`src/rtl/ird_pkg.sv`:
```
package ird_pkg;

    localparam int DATA_W   = 64;
    localparam int LEN_W    = 7;
    localparam int MAX_CODE = 48;
    localparam int LDR_SH   = 4;
    localparam int PD_SH    = 1;

    typedef enum logic [3:0] {
        A_CTRL = 4'd0,
        A_LDR  = 4'd1,
        A_C00  = 4'd2,
        A_C01  = 4'd3,
        A_C10  = 4'd4,
        A_C11  = 4'd5,
        A_FREE = 4'd6,
        A_STAT = 4'd7,
        A_DLO  = 4'd8,
        A_DHI  = 4'd9
    } reg_addr_e;

    typedef struct packed {
        logic [7:0] pd_max;
        logic [7:0] pd_min;
        logic [7:0] w_max;
        logic [7:0] w_min;
    } sym_win_t;

    typedef struct packed {
        logic [1:0] code_type;
        logic       bit_inv;
        logic       msb_first;
        logic       pol_inv;
        logic       ldr_en;
        logic       enable;
    } ctrl_t;

    typedef struct packed {
        logic [5:0]  max_len;
        logic [4:0]  min_len;
        logic [12:0] ft_min;
    } free_t;

    typedef enum logic [1:0] {
        S_IDLE  = 2'd0,
        S_PULSE = 2'd1,
        S_SPACE = 2'd2
    } dec_state_e;

    function automatic logic [LEN_W-1:0] min_even(input logic [4:0] m);
        return {2'b00, m[4:1], 1'b0};
    endfunction

    function automatic logic [LEN_W-1:0] max_even(input logic [5:0] m);
        logic [LEN_W-1:0] r;
        r = ({1'b0, m} + LEN_W'(1)) & ~LEN_W'(1);
        if (r > LEN_W'(MAX_CODE)) r = LEN_W'(MAX_CODE);
        return r;
    endfunction

endpackage

```
`src/rtl/ird_input.sv`:
```
module ird_input (
    input  logic clk,
    input  logic rst,
    input  logic ir_in,
    input  logic pol_inv,
    output logic line,
    output logic rise
);
    logic line_q, line_p;

    always_ff @(posedge clk) begin
        if (rst) begin
            line_q <= 1'b0;
            line_p <= 1'b0;
        end else begin
            line_q <= ir_in ^ pol_inv;
            line_p <= line_q;
        end
    end

    assign line = line_q;
    assign rise = line_q & ~line_p;
endmodule

```
`src/rtl/ird_classify.sv`:
```
module ird_classify
    import ird_pkg::*;
#(
    parameter int CNT_W = 16
) (
    input  logic [CNT_W-1:0]   wid,
    input  logic [CNT_W-1:0]   per,
    input  sym_win_t           ldr,
    input  sym_win_t [3:0]     cls,
    output logic               ldr_hit,
    output logic               bit_hit,
    output logic               bit_val
);
    logic [CNT_W-1:0] l_wlo, l_whi, l_plo, l_phi;
    logic [3:0]       hit;

    assign l_wlo = CNT_W'(ldr.w_min) << LDR_SH;
    assign l_whi = CNT_W'(ldr.w_max) << LDR_SH;
    assign l_plo = CNT_W'(ldr.pd_min) << LDR_SH;
    assign l_phi = CNT_W'(ldr.pd_max) << LDR_SH;

    assign ldr_hit = (wid >= l_wlo) && (wid <= l_whi) &&
                     (per >= l_plo) && (per <= l_phi);

    for (genvar k = 0; k < 4; k++) begin : g_cls
        logic [CNT_W-1:0] plo, phi;
        assign plo = CNT_W'(cls[k].pd_min) << PD_SH;
        assign phi = CNT_W'(cls[k].pd_max) << PD_SH;
        assign hit[k] = (wid >= CNT_W'(cls[k].w_min)) &&
                        (wid <= CNT_W'(cls[k].w_max)) &&
                        (per >= plo) && (per <= phi);
    end

    always_comb begin
        bit_val = 1'b0;
        for (int k = 3; k >= 0; k--) begin
            if (hit[k]) bit_val = k[0];
        end
    end

    assign bit_hit = |hit;
endmodule

```
`src/rtl/ird_engine.sv`:
```
module ird_engine
    import ird_pkg::*;
#(
    parameter int CNT_W = 16
) (
    input  logic              clk,
    input  logic              rst,
    input  logic              restart,
    input  logic              enable,
    input  logic              ldr_en,
    input  logic              msb_first,
    input  logic              bit_inv,
    input  logic [CNT_W-1:0]  ft_lim,
    input  logic [LEN_W-1:0]  min_len,
    input  logic [LEN_W-1:0]  max_len,
    input  logic              line,
    input  logic              rise,
    input  logic              ldr_hit,
    input  logic              bit_hit,
    input  logic              bit_val,
    output logic [CNT_W-1:0]  wid,
    output logic [CNT_W-1:0]  per,
    output logic              done,
    output logic [LEN_W-1:0]  done_len,
    output logic [DATA_W-1:0] done_data
);
    localparam int IDX_W = $clog2(DATA_W);

    dec_state_e        st;
    logic [CNT_W-1:0]  cnt, sp;
    logic [LEN_W-1:0]  nbits;
    logic [DATA_W-1:0] shreg;
    logic              have, ldr_ok;
    logic              need_ldr, b, len_ok;

    function automatic logic [CNT_W-1:0] bump(input logic [CNT_W-1:0] v);
        return (&v) ? v : v + CNT_W'(1);
    endfunction

    assign per      = cnt;
    assign need_ldr = ldr_en & ~ldr_ok;
    assign b        = bit_val ^ bit_inv;
    assign len_ok   = have && (nbits >= min_len) && (nbits <= max_len);

    always_ff @(posedge clk) begin
        if (rst || restart || !enable) begin
            st        <= S_IDLE;
            cnt       <= '0;
            sp        <= '0;
            wid       <= '0;
            nbits     <= '0;
            shreg     <= '0;
            have      <= 1'b0;
            ldr_ok    <= 1'b0;
            done      <= 1'b0;
            if (rst) begin
                done_len  <= '0;
                done_data <= '0;
            end
        end else begin
            done <= 1'b0;
            case (st)
                S_IDLE: begin
                    if (rise) begin
                        cnt <= CNT_W'(1);
                        st  <= S_PULSE;
                    end
                end
                S_PULSE: begin
                    if (line) begin
                        cnt <= bump(cnt);
                    end else begin
                        wid <= cnt;
                        cnt <= bump(cnt);
                        sp  <= CNT_W'(1);
                        st  <= S_SPACE;
                    end
                end
                S_SPACE: begin
                    if (line) begin
                        if (need_ldr && ldr_hit) begin
                            ldr_ok <= 1'b1;
                            have   <= 1'b1;
                        end else if (!need_ldr && bit_hit &&
                                     nbits < LEN_W'(DATA_W-1)) begin
                            if (msb_first) shreg <= {shreg[DATA_W-2:0], b};
                            else           shreg[nbits[IDX_W-1:0]] <= b;
                            nbits <= nbits + LEN_W'(1);
                            have  <= 1'b1;
                        end else begin
                            nbits  <= '0;
                            shreg  <= '0;
                            have   <= 1'b0;
                            ldr_ok <= 1'b0;
                        end
                        cnt <= CNT_W'(1);
                        st  <= S_PULSE;
                    end else if (sp >= ft_lim) begin
                        if (len_ok) begin
                            done      <= 1'b1;
                            done_len  <= nbits;
                            done_data <= shreg;
                        end
                        nbits  <= '0;
                        shreg  <= '0;
                        have   <= 1'b0;
                        ldr_ok <= 1'b0;
                        st     <= S_IDLE;
                    end else begin
                        cnt <= bump(cnt);
                        sp  <= bump(sp);
                    end
                end
                default: st <= S_IDLE;
            endcase
        end
    end
endmodule

```
`src/rtl/ird_decoder.sv`:
```
module ird_decoder
    import ird_pkg::*;
#(
    parameter int CNT_W = 16
) (
    input  logic        clk,
    input  logic        rst,
    input  logic        ir_in,
    input  logic        wr_en,
    input  logic [3:0]  wr_addr,
    input  logic [31:0] wr_data,
    input  logic [3:0]  rd_addr,
    output logic [31:0] rd_data,
    output logic        data_valid
);
    ctrl_t             ctrl_q;
    sym_win_t          ldr_win;
    sym_win_t [3:0]    cls_win;
    free_t             free_q;
    logic              stat_valid;
    logic [LEN_W-1:0]  stat_len;
    logic [DATA_W-1:0] data_q;

    logic              line, rise, ldr_hit, bit_hit, bit_val;
    logic [CNT_W-1:0]  wid, per, ft_lim;
    logic [LEN_W-1:0]  min_e, max_e, eng_len;
    logic [DATA_W-1:0] eng_data;
    logic              eng_done, eng_en, restart;

    assign restart = wr_en && (wr_addr == A_CTRL);
    assign eng_en  = ctrl_q.enable && (ctrl_q.code_type == 2'd0);
    assign ft_lim  = CNT_W'({free_q.ft_min, 3'b000});
    assign min_e   = min_even(free_q.min_len);
    assign max_e   = max_even(free_q.max_len);

    always_ff @(posedge clk) begin
        if (rst) begin
            ctrl_q     <= '0;
            ldr_win    <= '0;
            free_q     <= '0;
            stat_valid <= 1'b0;
            stat_len   <= '0;
            data_q     <= '0;
        end else begin
            if (wr_en) begin
                case (wr_addr)
                    A_CTRL: ctrl_q <= '{code_type: wr_data[9:8], bit_inv: wr_data[4],
                                        msb_first: wr_data[3], pol_inv: wr_data[2],
                                        ldr_en: wr_data[1], enable: wr_data[0]};
                    A_LDR:  ldr_win <= sym_win_t'(wr_data);
                    A_FREE: free_q <= '{max_len: wr_data[29:24], min_len: wr_data[20:16],
                                        ft_min: wr_data[12:0]};
                    default: ;
                endcase
            end
            if (eng_done) begin
                stat_valid <= 1'b1;
                stat_len   <= eng_len;
                data_q     <= eng_data;
            end else if (wr_en && wr_addr == A_STAT && !wr_data[0]) begin
                stat_valid <= 1'b0;
            end
        end
    end

    for (genvar k = 0; k < 4; k++) begin : g_win
        always_ff @(posedge clk) begin
            if (rst) cls_win[k] <= '0;
            else if (wr_en && wr_addr == 4'(A_C00) + 4'(k)) cls_win[k] <= sym_win_t'(wr_data);
        end
    end

    always_comb begin
        rd_data = '0;
        case (rd_addr)
            A_CTRL: rd_data = {22'd0, ctrl_q.code_type, 3'd0, ctrl_q.bit_inv,
                               ctrl_q.msb_first, ctrl_q.pol_inv, ctrl_q.ldr_en, ctrl_q.enable};
            A_LDR:  rd_data = ldr_win;
            A_C00:  rd_data = cls_win[0];
            A_C01:  rd_data = cls_win[1];
            A_C10:  rd_data = cls_win[2];
            A_C11:  rd_data = cls_win[3];
            A_FREE: rd_data = {2'd0, free_q.max_len, 3'd0, free_q.min_len, 3'd0, free_q.ft_min};
            A_STAT: rd_data = {17'd0, stat_len, 7'd0, stat_valid};
            A_DLO:  rd_data = data_q[31:0];
            A_DHI:  rd_data = data_q[63:32];
            default: rd_data = '0;
        endcase
    end

    assign data_valid = stat_valid;

    ird_input u_in (
        .clk(clk), .rst(rst), .ir_in(ir_in), .pol_inv(ctrl_q.pol_inv),
        .line(line), .rise(rise)
    );

    ird_classify #(.CNT_W(CNT_W)) u_cls (
        .wid(wid), .per(per), .ldr(ldr_win), .cls(cls_win),
        .ldr_hit(ldr_hit), .bit_hit(bit_hit), .bit_val(bit_val)
    );

    ird_engine #(.CNT_W(CNT_W)) u_eng (
        .clk(clk), .rst(rst), .restart(restart), .enable(eng_en),
        .ldr_en(ctrl_q.ldr_en), .msb_first(ctrl_q.msb_first), .bit_inv(ctrl_q.bit_inv),
        .ft_lim(ft_lim), .min_len(min_e), .max_len(max_e),
        .line(line), .rise(rise), .ldr_hit(ldr_hit), .bit_hit(bit_hit), .bit_val(bit_val),
        .wid(wid), .per(per), .done(eng_done), .done_len(eng_len), .done_data(eng_data)
    );
endmodule

```
`config.mk`:
```
export PLATFORM = sky130hd
export DESIGN_NAME = ird_decoder
export DESIGN_NICKNAME = d
export VERILOG_FILES = /design/src/rtl/ird_pkg.sv /design/src/rtl/ird_input.sv /design/src/rtl/ird_classify.sv /design/src/rtl/ird_engine.sv /design/src/rtl/ird_decoder.sv
export SDC_FILE = /design/constraint.sdc
export NUM_CORES = 1
export LEC_CHECK = 0
export ABC_AREA = 1
export BUFFER_PORTS_ARGS = -buffer_cell sky130_fd_sc_hd__buf_2
export CAP_MARGIN = 20
export CORE_AREA = 5 5 291 293
export CTS_CLUSTER_SIZE = 30
export DETAILED_ROUTE_END_ITERATION = 6
export DIE_AREA = 0 0 296 298
export PLACE_DENSITY = 0.44
export REMOVE_ABC_BUFFERS = 1
export SETUP_SLACK_MARGIN = 0.05
export SLEW_MARGIN = 20
export SYNTH_ARGS = -nofsm -noshare
export SYNTH_HDL_FRONTEND = slang
export SYNTH_SLANG_ARGS = --single-unit
```
`constraint.sdc`:
```
create_clock -name clk -period 4.1 [get_ports clk]
set_input_delay 0.82 -clock clk [delete_from_list [all_inputs] [get_ports clk]]
set_output_delay 0.82 -clock clk [all_outputs]
set_load 0.01 [all_outputs]
```
# Word level (Yosys, flattened, before mapping)
# Cells that the tools add are included.
# totals
ff_bits	460
latch_bits	0
ram_bits	0
romBits	0
inputBits	44
out_inout_bits	33
word_cells	229
memories	0
# op_classes
n_addsub	4
mul	0
div	0
n_lt_le_gt_ge	27
n_eq_ne	29
shifts	0
muxes	55
n_bitwise	9
n_reduce_logical	60
# op_table
operator	n
2-to-1 mux 64 bit	11
case mux 32 bit (10 select lines)	1
2-to-1 mux 16 bit	8
2-to-1 mux 7 bit	11
bitwise mux 64 bit	1
>= comparator 16 x 8 -> 1 bit	4
>= comparator 16 x 9 -> 1 bit	4
<= comparator 16 x 8 -> 1 bit	4
<= comparator 16 x 9 -> 1 bit	4
case mux 16 bit (3 select lines)	1
adder 16 x 1 -> 16 bit, second input constant	2
== test 4 x 3 -> 1 bit, second input constant	8
>= comparator 16 x 12 -> 1 bit	2
<= comparator 16 x 12 -> 1 bit	2
case mux 16 bit (2 select lines)	1
AND reduction 16 bit	2
logical AND 1 bit	29
== test 4 x 2 -> 1 bit, second input constant	4
>= comparator 16 bit	1
2-to-1 mux 1 bit	15
inequality test 2 bit, second input constant	7
AND reduction 3 bit	4
nonzero test 2 bit	6
AND reduction 2 bit	5
28 further kinds	47

# Logic depth before layout (Yosys ltp)
# depth
ltp_word	14
depth_mapped	24
depth_no_buf	23

# Hierarchy
# A second synthesis with hierarchy kept.
# unflattened
cells_unflattened	4050
hier_area_um2	27332.5
# modules_own_cells
module	instances	cells_each	area_per_inst_um2	seq_area_each_um2
ird_engine	1	1656	11571.1	4614.4
ird_decoder	1	1648	11177.0	5265.0
ird_classify	1	736	4514.3	0.0
ird_input	1	10	70.1	40.0

# Worst setup path after synthesis
# OpenSTA, ideal clock, no wires.
# synth_timing
path_kind	flip-flop to flip-flop
start	register free_q[18] (netlist name)
end	register u_eng.done_data[0], enable pin
setup_ns	0.398
arrival_ns	2.942
required_ns	3.702
setup_slack_ns	0.760
stages_incl_launch_ff	18
n_path_buf	0
period_less_slack_ns	3.340
cell_sequence	dfxtp_1 ha_1 nand2_1 o21ai_0 o21ai_0 nor2_1 nand2_1 nand2_1 inv_1 nand2_1 inv_1 ha_1 nand2_1 inv_1 o21ai_0 o211ai_1 a211oi_1 or2_2
# synth_via
elab_chain_cells	7
# synth_lines
item	line_no	text
start: declaration	ird_decoder.sv:19	free_t free_q;
start signal: assignment	ird_decoder.sv:51	A_FREE: free_q <= '{max_len: wr_data[29:24], min_len: wr_data[20:16],
adder 6 x 1 -> 7 bit *	ird_pkg.sv:56	r = ({1'b0, m} + LEN_W'(1)) & ~LEN_W'(1);
> comparator 7 x 6 -> 1 bit	ird_pkg.sv:57	if (r > LEN_W'(MAX_CODE)) r = LEN_W'(MAX_CODE);
2-to-1 mux 7 bit *	ird_pkg.sv:57	
<= comparator 7 bit *	ird_engine.sv:43	assign len_ok = have && (nbits >= min_len) && (nbits <= max_len);
logical AND 1 bit *	ird_engine.sv:43	
nonzero test 2 bit (no line) *	--	
AND reduction 5 bit (no line) *	--	
end signal: assignment	ird_engine.sv:102	done_data <= shreg;
end: declaration	ird_engine.sv:25	output logic [DATA_W-1:0] done_data
# Every way passes the cells marked *; elsewhere a longest branch is shown, timed or not.
# A chain may end at the register's enable or synchronous reset.

# Worst setup path after layout
# layout_timing
start	input port rd_addr[1]
end	output port rd_data[8]
# layout_via
elab_chain_cells	2
elab_cells_between_ends	11
classes_between	9 x eq/ne; 1 x mux; 1 x reduce/logical
# layout_lines
item	line_no	text
start: declaration	ird_decoder.sv:12	input logic [3:0] rd_addr,
== test 4 bit (tied with other cells)	ird_decoder.sv:75	case (rd_addr)
case mux 32 bit (10 select lines) *	ird_decoder.sv:75	
end: declaration	ird_decoder.sv:13	output logic [31:0] rd_data,
# Marks and branches as above.

==> impl_metrics.csv <==
group,metric,value,unit
synth,synthFlopType,"dfxtp_1",
setup_path,crit_path_start_kind,"primary input",
timing,setup_tns,0,ns
global_routing,grt_max_degree,262,
clocking,clockBufferDepth,3,
placement,dp_hpwl,66.6,mm
clocking,cts_tree,"done",
clocking,hold_buffers,0,
timing,setup_viol,0,
power_and_ir_drop,ir_worst_vdd,321,µV
clocking,postCtsResizedCells,0,
power_and_ir_drop,p_leak,12.4,nW
job,drv_cap,0,
timing,grt_setup_unrepaired,"false",
global_routing,antenna_found_initial,1,
drt,via_per_inst,5.01,
drt,wire_per_inst,20.4,µm
synth,ys_warn_count,0,
global_routing,grt_pass1_vias,21500,
setup_path,cp-end-kind,"output pin",
synth,synth.distinct_cells,46,
global_routing,overflow,0,
setup_path,required,3.28,ns
clocking,clkSinkCount,460,
hold_path,hold_class,"reg -> reg",
die,row_count,105,
setup_path,critPathMostFrequentCell,"buf_2",
clocking,h-tree-depth,2,
die,dieWidth,296,µm
status,status,"complete, no violations",
synth,synth-seq-area-share,39.6,%
synth,synth_area,25000,µm²
synth,ys_ff_latch,460,
setup_path,crit_type,"in -> out",
global_routing,grt_first_pass_wirelength,141,mm
clocking,ctsRootBufferMaster,"clkbuf_16",
timing,fin_crit_sh,86.5,%
clocking,cts_made_buffers,56,
synth,synth_largest_area_cell,"dfxtp_1",
timing,timing.final.hold_violations,0,
clocking,cts_setup_buffers,0,
final_layout,fin_cells,4623,
timing,fin_skew,0.0276,ns
timing,fmax,282,MHz
die,io_pins,77,
placement,place.gp.congestion,0.898,
setup_path,path_cells,"buf_2, inv_1, nor2_1, nand2_1, buf_4, o22ai_1, a221oi_1, o2111ai_1, buf_2",
placement,placed_cells,4518,
timing,tightest_slew,1.08,ns
synth,avgSynthCellArea,7.23,µm²
synth,synthCells,3463,
synth,synth_edf_count,71,
final_layout,area_growth,15.4,%
setup_path,critPathMaxStageDelay,0.49,ns
global_routing,grt.total_usage,20.8,%
placement,io_buffers,76,
timing,report.final.slew_viol_count,0,
setup_path,cp_slowest_cell,"a221oi_1",
die,core,81600,µm²
die,initial_core_util,30.7,%
clocking,clock_latency,0.63,ns
drt,drtAntennaViolNets,0,
drt,drt_pre_antenna_iters,5,
power_and_ir_drop,power_density,380,nW/µm²
synth,async_flop_share,0,%
final_layout,nNetsFinal,3743,
final_layout,drive_above_1_share,8.00,%
drt,drt_iter0_markers,1819,
drt,wl,94.5,mm
drt,remaining_drc_errors,0,
synth,netlist.area_leader.share,31.1,%
setup_path,arrival,2.73,ns
setup_path,worst-r2r-setup-slack,0.60,ns
clocking,path_clk_slew,0.06,ns
setup_path,worstPathMaxFanout,13,
drt,vias,23200,
timing,slew_headroom,28.3,%
die,dieArea,88200,µm²
timing,layout_min_cycle_time,3.55,ns
die,die_h,298,µm
synth,synthTopCellsByArea,"dfxtp_1, ha_1, nand2_1",
[synth_stat cells, types with 6 or more instances]
cell,count
buf_4,8
dfxtp_1,389
a21oi_1,293
nand3_1,318
a211oi_1,15
a221oi_1,26
ha_1,193
a21o_1,9
nor4_1,8
edfxtp_1,71
inv_2,6
nor3_1,102
inv_1,398
buf_2,18
nor2_1,391
o2111ai_1,12
o22ai_1,42
nand4_1,21
nand2_1,595
o211ai_1,7
a22o_1,8
xor2_1,9
o21ai_0,332
clkbuf_1,139
[power breakdown]
part | leakage [nW] | internal, mW | switching (mW)
Combinational | 7.60 | 0.193 | 0.532
Clock | 0.999 | 3.45 | 2.12
Sequential | 3.82 | 4.65 | 0.0359
[cell usage in the layout (no fill, tap or decap), types with 10 or more instances in the layout]
cell,n
clkbuf_8,10
o2111ai_1,12
ha_1,193
a211oi_1,15
buf_2,76
bufinv_16,11
edfxtp_1,71
nor3_1,100
nand4_1,21
clkbuf_16,58
nand3_1,316
a21oi_1,293
o22ai_1,42
nand2_1,594
a221oi_1,26
o21ai_0,332
dfxtp_1,387
inv_1,394
buf_12,12
nor2_1,390
buf_4,69
[registers in the layout, summed over array words and instances, names as in the netlist, 16 cells and up]
name / count
cls_win: 128
data_q: 64
u_eng.done_data: 64
u_eng.shreg: 64
ldr_win: 32
free_q: 24
u_eng.per: 16
u_eng.sp: 16
u_eng.wid: 16
[stage by stage]
| stage | util, % | total power [mW] | instance area, µm² | setup slack [ns] | hold slack, ns |
|---|---|---|---|---|---|
| 6_report | 35.4 | 11.0 | 28900 | 0.553 | 0.460 |
| 4_1_cts | 35.4 | 11.1 | 28900 | 0.595 | 0.432 |
| 3_3_place_gp | 32.9 | 5.51 | 26800 | 0.598 | 0.452 |
| 5_1_grt | 35.4 | 11.4 | 28900 | 0.242 | 0.455 |
| 3_5_place_dp | 32.9 | 5.51 | 26800 | 0.604 | 0.453 |
| 2_1_floorplan | - | 5.17 | 24300 | -3.37 | 0.431 |
[worst paths after layout]
check | from | to | cells past startpoint
worst max register to register | u_eng.wid[3] | u_eng.shreg[59] | 16
worst min register to register | u_eng.ldr_ok | u_eng.ldr_ok | 2
worst max-delay path | rd_addr[1] | rd_data[8] | 9
worst min-delay path | u_eng.ldr_ok | u_eng.ldr_ok | 2
[area by class of cell]
cell class                 instances  area [µm²]
antenna                            1        2.50
clock buffer                      76        1620
clock inverter                    28         440
fill                            8752       52700
inverter                         408        1540
multi-input combinational       2423       12900
sequential                       460        9920
tap                             1070        1340
timing repair buffer             157        1140
[routing by layer]
layer | routed length (µm) | up-vias | track usage (%)
met5 | 0 | - | 0
met2 | 41000 | 586 | 31.8
met1 | 45300 | 10700 | 30.5
li1 | - | 11800 | -
met4 | 2500 | 0 | 5.46
met3 | 5670 | 121 | 3.43
[critical path: cells and delay by family]
kind | cells | cell delay (ns)
AOI/OAI and AO/OA | 3 | 0.97
buffers and inverters | 4 | 0.74
and+or+nand+nor | 2 | 0.18
[cells by family after synthesis]
group           count (synthesis)  share of synthesized area [%]
other cells                     1                         0.0150
flops                         460                           39.6
simple gates                 1453                           24.5
xor+xnor                       10                          0.350
buf+inv                       580                           9.06
compound gates                766                           16.8
fa+ha+maj                     193                           9.65
Note: power is estimated with default switching activity, not from simulation.
